### src/rtl/mattr_pkg.sv
package mattr_pkg;

    localparam int N_ENTRIES = 8;
    localparam int IDX_W     = $clog2(N_ENTRIES);
    localparam int SHMAP_W   = 8;
    localparam int ENA_W     = 2;

    typedef enum logic [1:0] {
        MK_STRONG = 2'b00,
        MK_DEVICE = 2'b01,
        MK_NORMAL = 2'b10,
        MK_RSVD   = 2'b11
    } mem_kind_e;

    typedef enum logic [1:0] {
        CP_NONE       = 2'b00,
        CP_WB_ALLOC   = 2'b01,
        CP_WTHRU      = 2'b10,
        CP_WB_NOALLOC = 2'b11
    } cache_pol_e;

    typedef struct packed {
        mem_kind_e  kind;
        cache_pol_e inner;
        cache_pol_e outer;
    } rmp_entry_t;

    localparam int ENTRY_W = $bits(rmp_entry_t);

    typedef struct packed {
        mem_kind_e  kind;
        cache_pol_e inner;
        cache_pol_e outer;
        logic       shared;
    } mem_attr_t;

    // Reset content: reproduces direct decode for type bits 00x.
    function automatic rmp_entry_t rst_entry(input logic [IDX_W-1:0] idx);
        rmp_entry_t e;
        e.kind  = MK_NORMAL;
        e.inner = CP_NONE;
        e.outer = CP_NONE;
        case (idx)
            3'd0: e.kind = MK_STRONG;
            3'd1: e.kind = MK_DEVICE;
            3'd2: begin e.inner = CP_WTHRU;      e.outer = CP_WTHRU;      end
            3'd3: begin e.inner = CP_WB_NOALLOC; e.outer = CP_WB_NOALLOC; end
            3'd7: begin e.inner = CP_WB_ALLOC;   e.outer = CP_WB_ALLOC;   end
            default: ;
        endcase
        return e;
    endfunction

    localparam logic [SHMAP_W-1:0] SHMAP_RST = 8'hAF;

    // Bus cache code for one policy; wr selects the write-side form.
    function automatic logic [3:0] ax_code(input mem_kind_e k, input cache_pol_e p,
                                           input logic wr);
        logic [3:0] code;
        if (k == MK_STRONG)      code = 4'b0000;
        else if (k == MK_DEVICE) code = 4'b0001;
        else begin
            case (p)
                CP_NONE:       code = 4'b0011;
                CP_WB_ALLOC:   code = 4'b1111;
                CP_WTHRU:      code = wr ? 4'b0110 : 4'b1010;
                default:       code = wr ? 4'b0111 : 4'b1011;
            endcase
        end
        return code;
    endfunction

endpackage

### src/rtl/mattr_regs.sv
module mattr_regs
    import mattr_pkg::*;
#(
    parameter int ADDR_W = 4,
    parameter int DATA_W = 8
) (
    input  logic                               clk,
    input  logic                               rst,
    input  logic                               wr_en_i,
    input  logic [ADDR_W-1:0]                  wr_addr_i,
    input  logic [DATA_W-1:0]                  wr_data_i,
    output rmp_entry_t [N_ENTRIES-1:0]         table_o,
    output logic [SHMAP_W-1:0]                 shmap_o,
    output logic [ENA_W-1:0]                   ena_o
);
    localparam int SHMAP_ADDR = N_ENTRIES;
    localparam int ENA_ADDR   = N_ENTRIES + 1;

    for (genvar i = 0; i < N_ENTRIES; i++) begin : g_entry
        always_ff @(posedge clk) begin
            if (rst)
                table_o[i] <= rst_entry(IDX_W'(i));
            else if (wr_en_i && wr_addr_i == ADDR_W'(i))
                table_o[i] <= rmp_entry_t'(wr_data_i[ENTRY_W-1:0]);
        end
    end

    always_ff @(posedge clk) begin
        if (rst) begin
            shmap_o <= SHMAP_RST;
            ena_o   <= '0;
        end else if (wr_en_i) begin
            if (wr_addr_i == ADDR_W'(SHMAP_ADDR)) shmap_o <= wr_data_i[SHMAP_W-1:0];
            if (wr_addr_i == ADDR_W'(ENA_ADDR))   ena_o   <= wr_data_i[ENA_W-1:0];
        end
    end
endmodule

### src/rtl/mattr_direct_dec.sv
module mattr_direct_dec
    import mattr_pkg::*;
(
    input  logic [2:0] tex_i,
    input  logic       c_i,
    input  logic       b_i,
    input  logic       s_i,
    output mem_attr_t  attr_o
);
    always_comb begin
        attr_o.kind   = MK_NORMAL;
        attr_o.inner  = CP_NONE;
        attr_o.outer  = CP_NONE;
        attr_o.shared = s_i;
        if (tex_i[2]) begin
            attr_o.outer = cache_pol_e'(tex_i[1:0]);
            attr_o.inner = cache_pol_e'({c_i, b_i});
        end else begin
            case ({tex_i[1:0], c_i, b_i})
                4'b0000: begin attr_o.kind = MK_STRONG; attr_o.shared = 1'b1; end
                4'b0001: begin attr_o.kind = MK_DEVICE; attr_o.shared = 1'b1; end
                4'b0010: begin attr_o.inner = CP_WTHRU;      attr_o.outer = CP_WTHRU;      end
                4'b0011: begin attr_o.inner = CP_WB_NOALLOC; attr_o.outer = CP_WB_NOALLOC; end
                4'b0111: begin attr_o.inner = CP_WB_ALLOC;   attr_o.outer = CP_WB_ALLOC;   end
                4'b1000: begin attr_o.kind = MK_DEVICE; attr_o.shared = 1'b0; end
                default: ;
            endcase
        end
    end
endmodule

### src/rtl/mattr_remap_dec.sv
module mattr_remap_dec
    import mattr_pkg::*;
(
    input  logic [IDX_W-1:0]           idx_i,
    input  logic                       s_i,
    input  rmp_entry_t [N_ENTRIES-1:0] table_i,
    input  logic [SHMAP_W-1:0]         shmap_i,
    output mem_attr_t                  attr_o
);
    rmp_entry_t sel;

    always_comb begin
        sel           = table_i[idx_i];
        attr_o.kind   = sel.kind;
        attr_o.inner  = sel.inner;
        attr_o.outer  = sel.outer;
        attr_o.shared = shmap_i[{sel.kind, s_i}];
    end
endmodule

### src/rtl/mattr_remap_top.sv
module mattr_remap_top
    import mattr_pkg::*;
#(
    parameter int ADDR_W = 4,
    parameter int DATA_W = 8
) (
    input  logic              clk,
    input  logic              rst,
    input  logic              wr_en_i,
    input  logic [ADDR_W-1:0] wr_addr_i,
    input  logic [DATA_W-1:0] wr_data_i,
    input  logic              secure_i,
    input  logic              has_fields_i,
    input  logic [2:0]        tex_i,
    input  logic              c_i,
    input  logic              b_i,
    input  logic              s_i,
    output logic [1:0]        mem_kind_o,
    output logic [1:0]        inner_pol_o,
    output logic [1:0]        outer_pol_o,
    output logic              shared_o,
    output logic [3:0]        arcache_o,
    output logic [3:0]        awcache_o,
    output logic [3:0]        ar_inner_o,
    output logic [3:0]        aw_inner_o
);
    rmp_entry_t [N_ENTRIES-1:0] table_q;
    logic [SHMAP_W-1:0]         shmap_q;
    logic [ENA_W-1:0]           ena_q;

    logic [2:0] eff_tex;
    logic       eff_s;
    logic       remap_on;
    mem_attr_t  attr_dir, attr_rmp, attr_fin;

    mattr_regs #(.ADDR_W(ADDR_W), .DATA_W(DATA_W)) u_regs (
        .clk       (clk),
        .rst       (rst),
        .wr_en_i   (wr_en_i),
        .wr_addr_i (wr_addr_i),
        .wr_data_i (wr_data_i),
        .table_o   (table_q),
        .shmap_o   (shmap_q),
        .ena_o     (ena_q)
    );

    assign eff_tex  = has_fields_i ? tex_i : 3'b000;
    assign eff_s    = has_fields_i & s_i;
    assign remap_on = secure_i ? ena_q[1] : ena_q[0];

    mattr_direct_dec u_dir (
        .tex_i  (eff_tex),
        .c_i    (c_i),
        .b_i    (b_i),
        .s_i    (eff_s),
        .attr_o (attr_dir)
    );

    mattr_remap_dec u_rmp (
        .idx_i   ({eff_tex[0], c_i, b_i}),
        .s_i     (eff_s),
        .table_i (table_q),
        .shmap_i (shmap_q),
        .attr_o  (attr_rmp)
    );

    assign attr_fin    = remap_on ? attr_rmp : attr_dir;
    assign mem_kind_o  = attr_fin.kind;
    assign inner_pol_o = attr_fin.inner;
    assign outer_pol_o = attr_fin.outer;
    assign shared_o    = attr_fin.shared;

    assign arcache_o  = ax_code(attr_fin.kind, attr_fin.outer, 1'b0);
    assign awcache_o  = ax_code(attr_fin.kind, attr_fin.outer, 1'b1);
    assign ar_inner_o = ax_code(attr_fin.kind, attr_fin.inner, 1'b0);
    assign aw_inner_o = ax_code(attr_fin.kind, attr_fin.inner, 1'b1);
endmodule

### config.mk
export PLATFORM = sky130hd
export DESIGN_NAME = mattr_remap_top
export DESIGN_NICKNAME = d
export VERILOG_FILES = /design/src/rtl/mattr_pkg.sv /design/src/rtl/mattr_regs.sv /design/src/rtl/mattr_direct_dec.sv /design/src/rtl/mattr_remap_dec.sv /design/src/rtl/mattr_remap_top.sv
export SDC_FILE = /design/constraint.sdc
export NUM_CORES = 1
export LEC_CHECK = 0
export ABC_CLOCK_PERIOD_IN_PS = 3400
export BUFFER_PORTS_ARGS = -buffer_cell sky130_fd_sc_hd__buf_2
export CAP_MARGIN = 40
export CORE_UTILIZATION = 56
export DETAILED_ROUTE_END_ITERATION = 16
export PLACE_DENSITY = 0.79
export SYNTH_ARGS = -nofsm -noshare
export SYNTH_HDL_FRONTEND = slang
export SYNTH_SLANG_ARGS = --single-unit
### constraint.sdc
create_clock -name clk -period 3.4 [get_ports clk]
set_input_delay 0.68 -clock clk [delete_from_list [all_inputs] [get_ports clk]]
set_output_delay 0.68 -clock clk [all_outputs]
set_load 0.01 [all_outputs]
==> results of run 1 <==
[cell families after synthesis]
logic type	count (synthesis)	share of synthesized area, %
simple gates	103	16.3
mux	52	23.2
compound gates	52	12.8
flops	58	39.6
buf+inv	46	8.15
[per-layer routing]
metal | global-route usage (%) | up-vias | routed length (um)
li1 | - | 1145 | -
met1 | 29.9 | 1118 | 2850
met2 | 42.9 | 93 | 3150
met3 | 7.32 | 11 | 407
met4 | 11.5 | 0 | 104
met5 | 0 | - | 0
[through the flow]
stage / util, % / std cells / cell area [um^2] / hold WS [ps]
after floorplan: - / 311 / 2930 / 427
after global placement: 63.6 / 396 / 3100 / 436
after detailed placement: 64.0 / 397 / 3120 / 448
after CTS: 67.3 / 413 / 3290 / 457
after global routing: 67.3 / 413 / 3290 / 483
final: 67.3 / 413 / 3290 / 454
[sequential cells by signal, indices dropped and copies added, names as in the netlist]
signal	count
u_regs.table_o	48
u_regs.shmap_o	8
u_regs.ena_o	2
[worst max-delay path, stage by stage]
cell and delay (ps):
sky130_fd_sc_hd__buf_2 370, sky130_fd_sc_hd__mux2i_1 170, sky130_fd_sc_hd__mux4_2 540, sky130_fd_sc_hd__mux2_4 330, sky130_fd_sc_hd__clkinv_4 70, sky130_fd_sc_hd__nor2_1 50, sky130_fd_sc_hd__a31oi_1 210, sky130_fd_sc_hd__buf_2 170
[cell usage after synthesis (all sizes together)]
library cell	number	share of area (%)
nand3	9	1.5
a211o	22	6.6
o21a	1	0.26
a211oi	1	0.26
o22a	1	0.30
a22oi	1	0.26
mux2i	39	13
nor3	3	0.51
a32oi	2	0.60
dfxtp	58	40
o311ai	1	0.30
nor2b	12	2.6
nand2	15	1.9
nand2b	2	0.43
buf	17	4.3
mux2	1	0.51
o21ai	2	0.34
o31ai	2	0.51
mux4	12	9.3
a21oi	15	2.6
inv	12	1.5
o22ai	1	0.21
nor3b	2	0.85
clkinv	1	0.30
and3	1	0.21
nor2	53	6.8
or3	2	0.43
a21o	1	0.26
nand3b	4	1.0
a31oi	2	0.43
clkbuf	16	2.0
[final cells by class]
cell class | instances | area (um^2)
clock buffers | 13 | 149
clock inverters | 3 | 15.0
fillers | 407 | 1590
inverters | 13 | 53.8
multi-input cells | 207 | 1530
flip-flops and latches | 58 | 1160
well taps | 67 | 83.8
repair buffers | 52 | 290
[worst paths after layout]
check / slack (ps) / startpoint / endpoint / cells after the start
setup reg to reg: 2560 / u_regs.table_o[23] / u_regs.table_o[23] / 2
setup / recovery: 120 / c_i / aw_inner_o[0] / 8
hold / removal: 450 / u_regs.table_o[5] / u_regs.table_o[5] / 2
hold reg to reg: 450 / u_regs.table_o[5] / u_regs.table_o[5] / 2
[power by group through the flow]
stage               Combinational (mW)  Sequential [mW]  Clock (mW)
floorplan                        0.137            0.709           0
global placement                 0.180            0.711           0
detailed placement               0.185            0.711           0
CTS                              0.186            0.696       0.547
global route                     0.203            0.697       0.576
finish                           0.186            0.696       0.533
==> results.json, run 1 <==
{
  "peakVddDrop_mv": 0.273,
  "cts_sinks": 58,
  "path_type_of_the_worst_setup_path": "input port to primary output",
  "p_clk_share_pct": 37.7,
  "nets": 364,
  "max_clk_rate_mhz": 305,
  "tritoncts": "yes",
  "drtPass1Iterations": 4,
  "die-area_um2": 5530,
  "route.antenna.remaining_nets": 0,
  "worstSkewPairLatency_ps": 330,
  "grt_max_degree": 47,
  "clk_path_buf_depth": 2,
  "hp-class": "flip-flop to flip-flop",
  "final_replace_weighted_congestion": 0.801,
  "ctsHoldBuffers": 0,
  "ys_seq_elements": 58,
  "synthesis.nets": 334,
  "max_capacitance_violation_count": 0,
  "die-width_um": 74.4,
  "vias_per_cell": 5.73,
  "cts.repair.resized": 0,
  "fin_crit_ps": 3280,
  "switching_share_pct": 25.9,
  "track_usage_pct": 25.4,
  "synthDistinctLibCells": 36,
  "worst_setup_path_end_kind": "primary output",
  "arrival_ps": 2600,
  "totalPowerFinal_mw": 1.42,
  "dp_slack_ps": 139,
  "most-common-layout-cells": "58 x sky130_fd_sc_hd__dfxtp_1, 53 x sky130_fd_sc_hd__nor2_1, 45 x sky130_fd_sc_hd__buf_2",
  "finalWirelength_mm": 6.51,
  "flow.area_growth_from_synthesis_pct": 12.0,
  "intPower_mw": 1.05,
  "synth_area_um2": 2930,
  "initial_core_util_pct": 60.1,
  "avgRoutedWirePerCell_um": 15.8,
  "final_min_period_over_clock_period_pct": 96.4,
  "chipHeight_um": 74.4,
  "layout_setup_ws_ps": 122,
  "grt_antenna_before_repair": 0,
  "drv_slew": 0,
  "setup-tns-final_ps": 0,
  "most_common_cell_after_layout_fill_and_taps_aside": "sky130_fd_sc_hd__dfxtp_1",
  "drc": 0,
  "setup_viol": 0,
  "relSlewSlack_pct": 42.3,
  "detailedRoute.firstIterationViolations": 140,
  "seq_area_frac_synth_pct": 39.6,
  "placement_rows": 25,
  "clockRootBuffer": "sky130_fd_sc_hd__clkbuf_8",
  "worst-slew-pin-transition_ps": 862,
  "cp_max_fo": 15,
  "cellPowerDensity_nw_per_um2": 431,
  "cts_post_setup_buffers_inserted": 0,
  "rsz0062_at_grt": "false",
  "crit_required_ps": 2720,
  "synthesis.instances": 311,
  "grt_pass1_vias": 2186,
  "synthesized_area_per_cell_um2": 9.43,
  "first_pass_grt_wire_length_mm": 10.1,
  "dp.final_hpwl_mm": 4.52,
  "grt_overflow": 0,
  "pwr-share-comb_pct": 13.2,
  "ctsHtreeMaxLevel": 3,
  "layout-drive-gt1-share_pct": 23.1,
  "status": "finished, final reports clean",
  "route.vias.total": 2367,
  "final_hold_viol_count": 0,
  "ys.warnings.count": 0,
  "coreArea_um2": 4880,
  "placement.io_buffers": 45,
  "ports": 46,
  "leakagePower_nw": 1.40,
  "diodes": 0,
  "worst_setup_hold_path_clk_slew_ps": 60,
  "net-switching-power_uw": 366,
  "worst_setup_sp_type": "input port",
  "clock_buffer_count_from_cts": 9,
  "power_frac_seq_pct": 49.2,
  "final.setup_skew_ps": 0
}
(Power assumes the default switching activity.)
==> inputs of run 2 (changes only) <==
--- a/config.mk
+++ b/config.mk
@@ -8,6 +8,7 @@
 export ABC_CLOCK_PERIOD_IN_PS = 3400
 export BUFFER_PORTS_ARGS = -buffer_cell sky130_fd_sc_hd__buf_2
 export CAP_MARGIN = 40
+export CORE_MARGIN = 2
 export CORE_UTILIZATION = 56
 export DETAILED_ROUTE_END_ITERATION = 16
 export PLACE_DENSITY = 0.79
==> run 2 against run 1 <==
Combinational power hardly changed. Die area grew 5.5%. Maximum frequency increased by 0.41%. Hold slack improved by 3.2 ps. Critical endpoint is now shared_o. First-iteration DRC count up 29%.
==> results.json, run 2 (synthesis gave the netlist of run 1 again) <==
{
  "nets": 364,
  "die-area_um2": 5830,
  "regToRegEndpoint": "u_regs.table_o[18]",
  "final_min_period_over_clock_period_pct": 96.0,
  "worstSkewPairLatency_ps": 320,
  "rsz0062_at_grt": "false",
  "fill_cells": 445,
  "worst-slew-pin-transition_ps": 727,
  "clockRootBuffer": "sky130_fd_sc_hd__clkbuf_8",
  "max_clk_rate_mhz": 306,
  "drtPass1Iterations": 4,
  "cellPowerDensity_nw_per_um2": 433,
  "crit_buf_inv": 2,
  "hold-path-cell-count": 2,
  "drv_slew": 0,
  "regToRegSetupSlack_ps": 2580,
  "worst_case_hold_path_end_point": "u_regs.table_o[2]",
  "most-common-layout-cells": "58 x sky130_fd_sc_hd__dfxtp_1, 53 x sky130_fd_sc_hd__nor2_1, 44 x sky130_fd_sc_hd__buf_2",
  "worst_setup_hold_path_clk_slew_ps": 60,
  "top_register": "u_regs.table_o",
  "grt_overflow": 0,
  "timing.critical_path.max_delay_family": "multiplexers",
  "ports": 46,
  "ctsHoldBuffers": 0,
  "coreArea_um2": 5070,
  "grt_pass1_vias": 2237,
  "ctsHtreeMaxLevel": 3,
  "placement.io_buffers": 45,
  "reg2regPathDepth": 2,
  "final_hold_viol_count": 0,
  "setup-tns-final_ps": 0,
  "vias_per_cell": 5.72,
  "clock_buffer_count_from_cts": 9,
  "cp_cell_sequence": "buf_2 -> mux2i_1 -> mux4_2 -> mux4_2 -> mux2i_1 -> mux2i_1 -> buf_2",
  "critical_path.most_common_cell": "sky130_fd_sc_hd__mux2i_1",
  "fin_crit_ps": 3260,
  "grt_max_degree": 31,
  "final.setup_skew_ps": 0,
  "cts_post_setup_buffers_inserted": 0,
  "drc": 0,
  "dp.final_hpwl_mm": 4.55,
  "first_pass_grt_wire_length_mm": 10.9,
  "detailedRoute.firstIterationViolations": 181,
  "cts_sinks": 58,
  "flow.area_growth_from_synthesis_pct": 12.7,
  "avgRoutedWirePerCell_um": 15.7,
  "critical_path.slowest_cell": "sky130_fd_sc_hd__mux4_2",
  "grt_antenna_before_repair": 0,
  "leakagePower_nw": 1.41,
  "critical_path.startpoint": "c_i",
  "setup_viol": 0,
  "die-width_um": 76.4,
  "hp-class": "flip-flop to flip-flop",
  "chipHeight_um": 76.4,
  "largest_reg_flops": 48,
  "worst_setup_path_end_kind": "primary output",
  "relSlewSlack_pct": 51.4,
  "finalWirelength_mm": 6.51,
  "max_capacitance_violation_count": 0,
  "route.antenna.remaining_nets": 0,
  "layout-drive-gt1-share_pct": 23.5,
  "arrival_ps": 2580,
  "cp_num_cells": 7,
  "crit-reg2reg-launch": "u_regs.table_o[18]",
  "final_replace_weighted_congestion": 0.818,
  "worst_setup_sp_type": "input port",
  "hold_slack_ps": 458,
  "track_usage_pct": 24.1,
  "initial_core_util_pct": 57.8,
  "crit_required_ps": 2720,
  "largest_registers": "u_regs.table_o x48, u_regs.shmap_o x8, u_regs.ena_o x2",
  "route.vias.total": 2374,
  "area_taken_by_flip_flops_and_latches_um2": 1160,
  "clk_path_buf_depth": 2,
  "tritoncts": "yes",
  "min-delay-start": "u_regs.table_o[2]",
  "most_common_cell_after_layout_fill_and_taps_aside": "sky130_fd_sc_hd__dfxtp_1",
  "path_type_of_the_worst_setup_path": "input port to primary output",
  "diodes": 0,
  "status": "finished, final reports clean",
  "peakVddDrop_mv": 0.368,
  "critical-path-max-stage-delay_ps": 550,
  "cp_max_fo": 16,
  "placement_rows": 26,
  "multi_input_comb_area_um2": 1530
}
run 2: power by group:
group          internal [mW]  switching, mW  total (mW)
clock network          0.296          0.251       0.547
registers              0.691        0.00552       0.696
logic                 0.0789          0.108       0.187
total                   1.07          0.365        1.43
run 2: area by class of cell:
cell class / count / share of cell area, %
clock buffers: 12 / 4.69
multi-input cells: 207 / 46.4
inverters: 13 / 1.63
clock inverters: 3 / 0.454
repair buffers: 52 / 9.08
flip-flops and latches: 58 / 35.1
well taps: 70 / 2.65
run 2: worst max path at each step:
stage               endpoint  slack (ps)
6_report            shared_o         140
3_3_place_gp   aw_inner_o[3]         200
4_1_cts         arcache_o[2]         120
2_1_floorplan   awcache_o[0]         240
5_1_grt        ar_inner_o[0]          50
3_5_place_dp    arcache_o[2]         130
run 2: repair_timing:
| action | in CTS | in global routing |
|---|---|---|
| endpoints found under the hold margin | 0 | 0 |
| endpoints found under the setup margin | 0 | 4 |
| gates resized for setup | 0 | 1 |
run 2: routing by layer:
| layer | global-route usage, % | vias to the layer above | share of wire, % |
|---|---|---|---|
| met5 | 0 | - | 0 |
| met4 | 9.82 | 0 | 1.8 |
| met3 | 6.04 | 10 | 6.7 |
| met2 | 37.2 | 99 | 47 |
| met1 | 32.6 | 1118 | 45 |
| li1 | - | 1147 | - |
run 2: through the flow:
stage               setup WS [ps]  power (mW)  utilization (%)  std cells  instance area, um^2
finish                        135        1.43             65.1        415                 3310
global placement              196       0.890             61.0        398                 3100
detailed placement            128       0.897             61.6        399                 3130
global route                 47.9        1.50             65.1        415                 3310
CTS                           124        1.44             64.9        414                 3300
floorplan                     242       0.846                -        311                 2930
run 2: worst register-to-register path: stages, from the launching register on:
cell and delay [ps]:
sky130_fd_sc_hd__dfxtp_1 310, sky130_fd_sc_hd__nor2b_1 120, sky130_fd_sc_hd__a211o_1 280
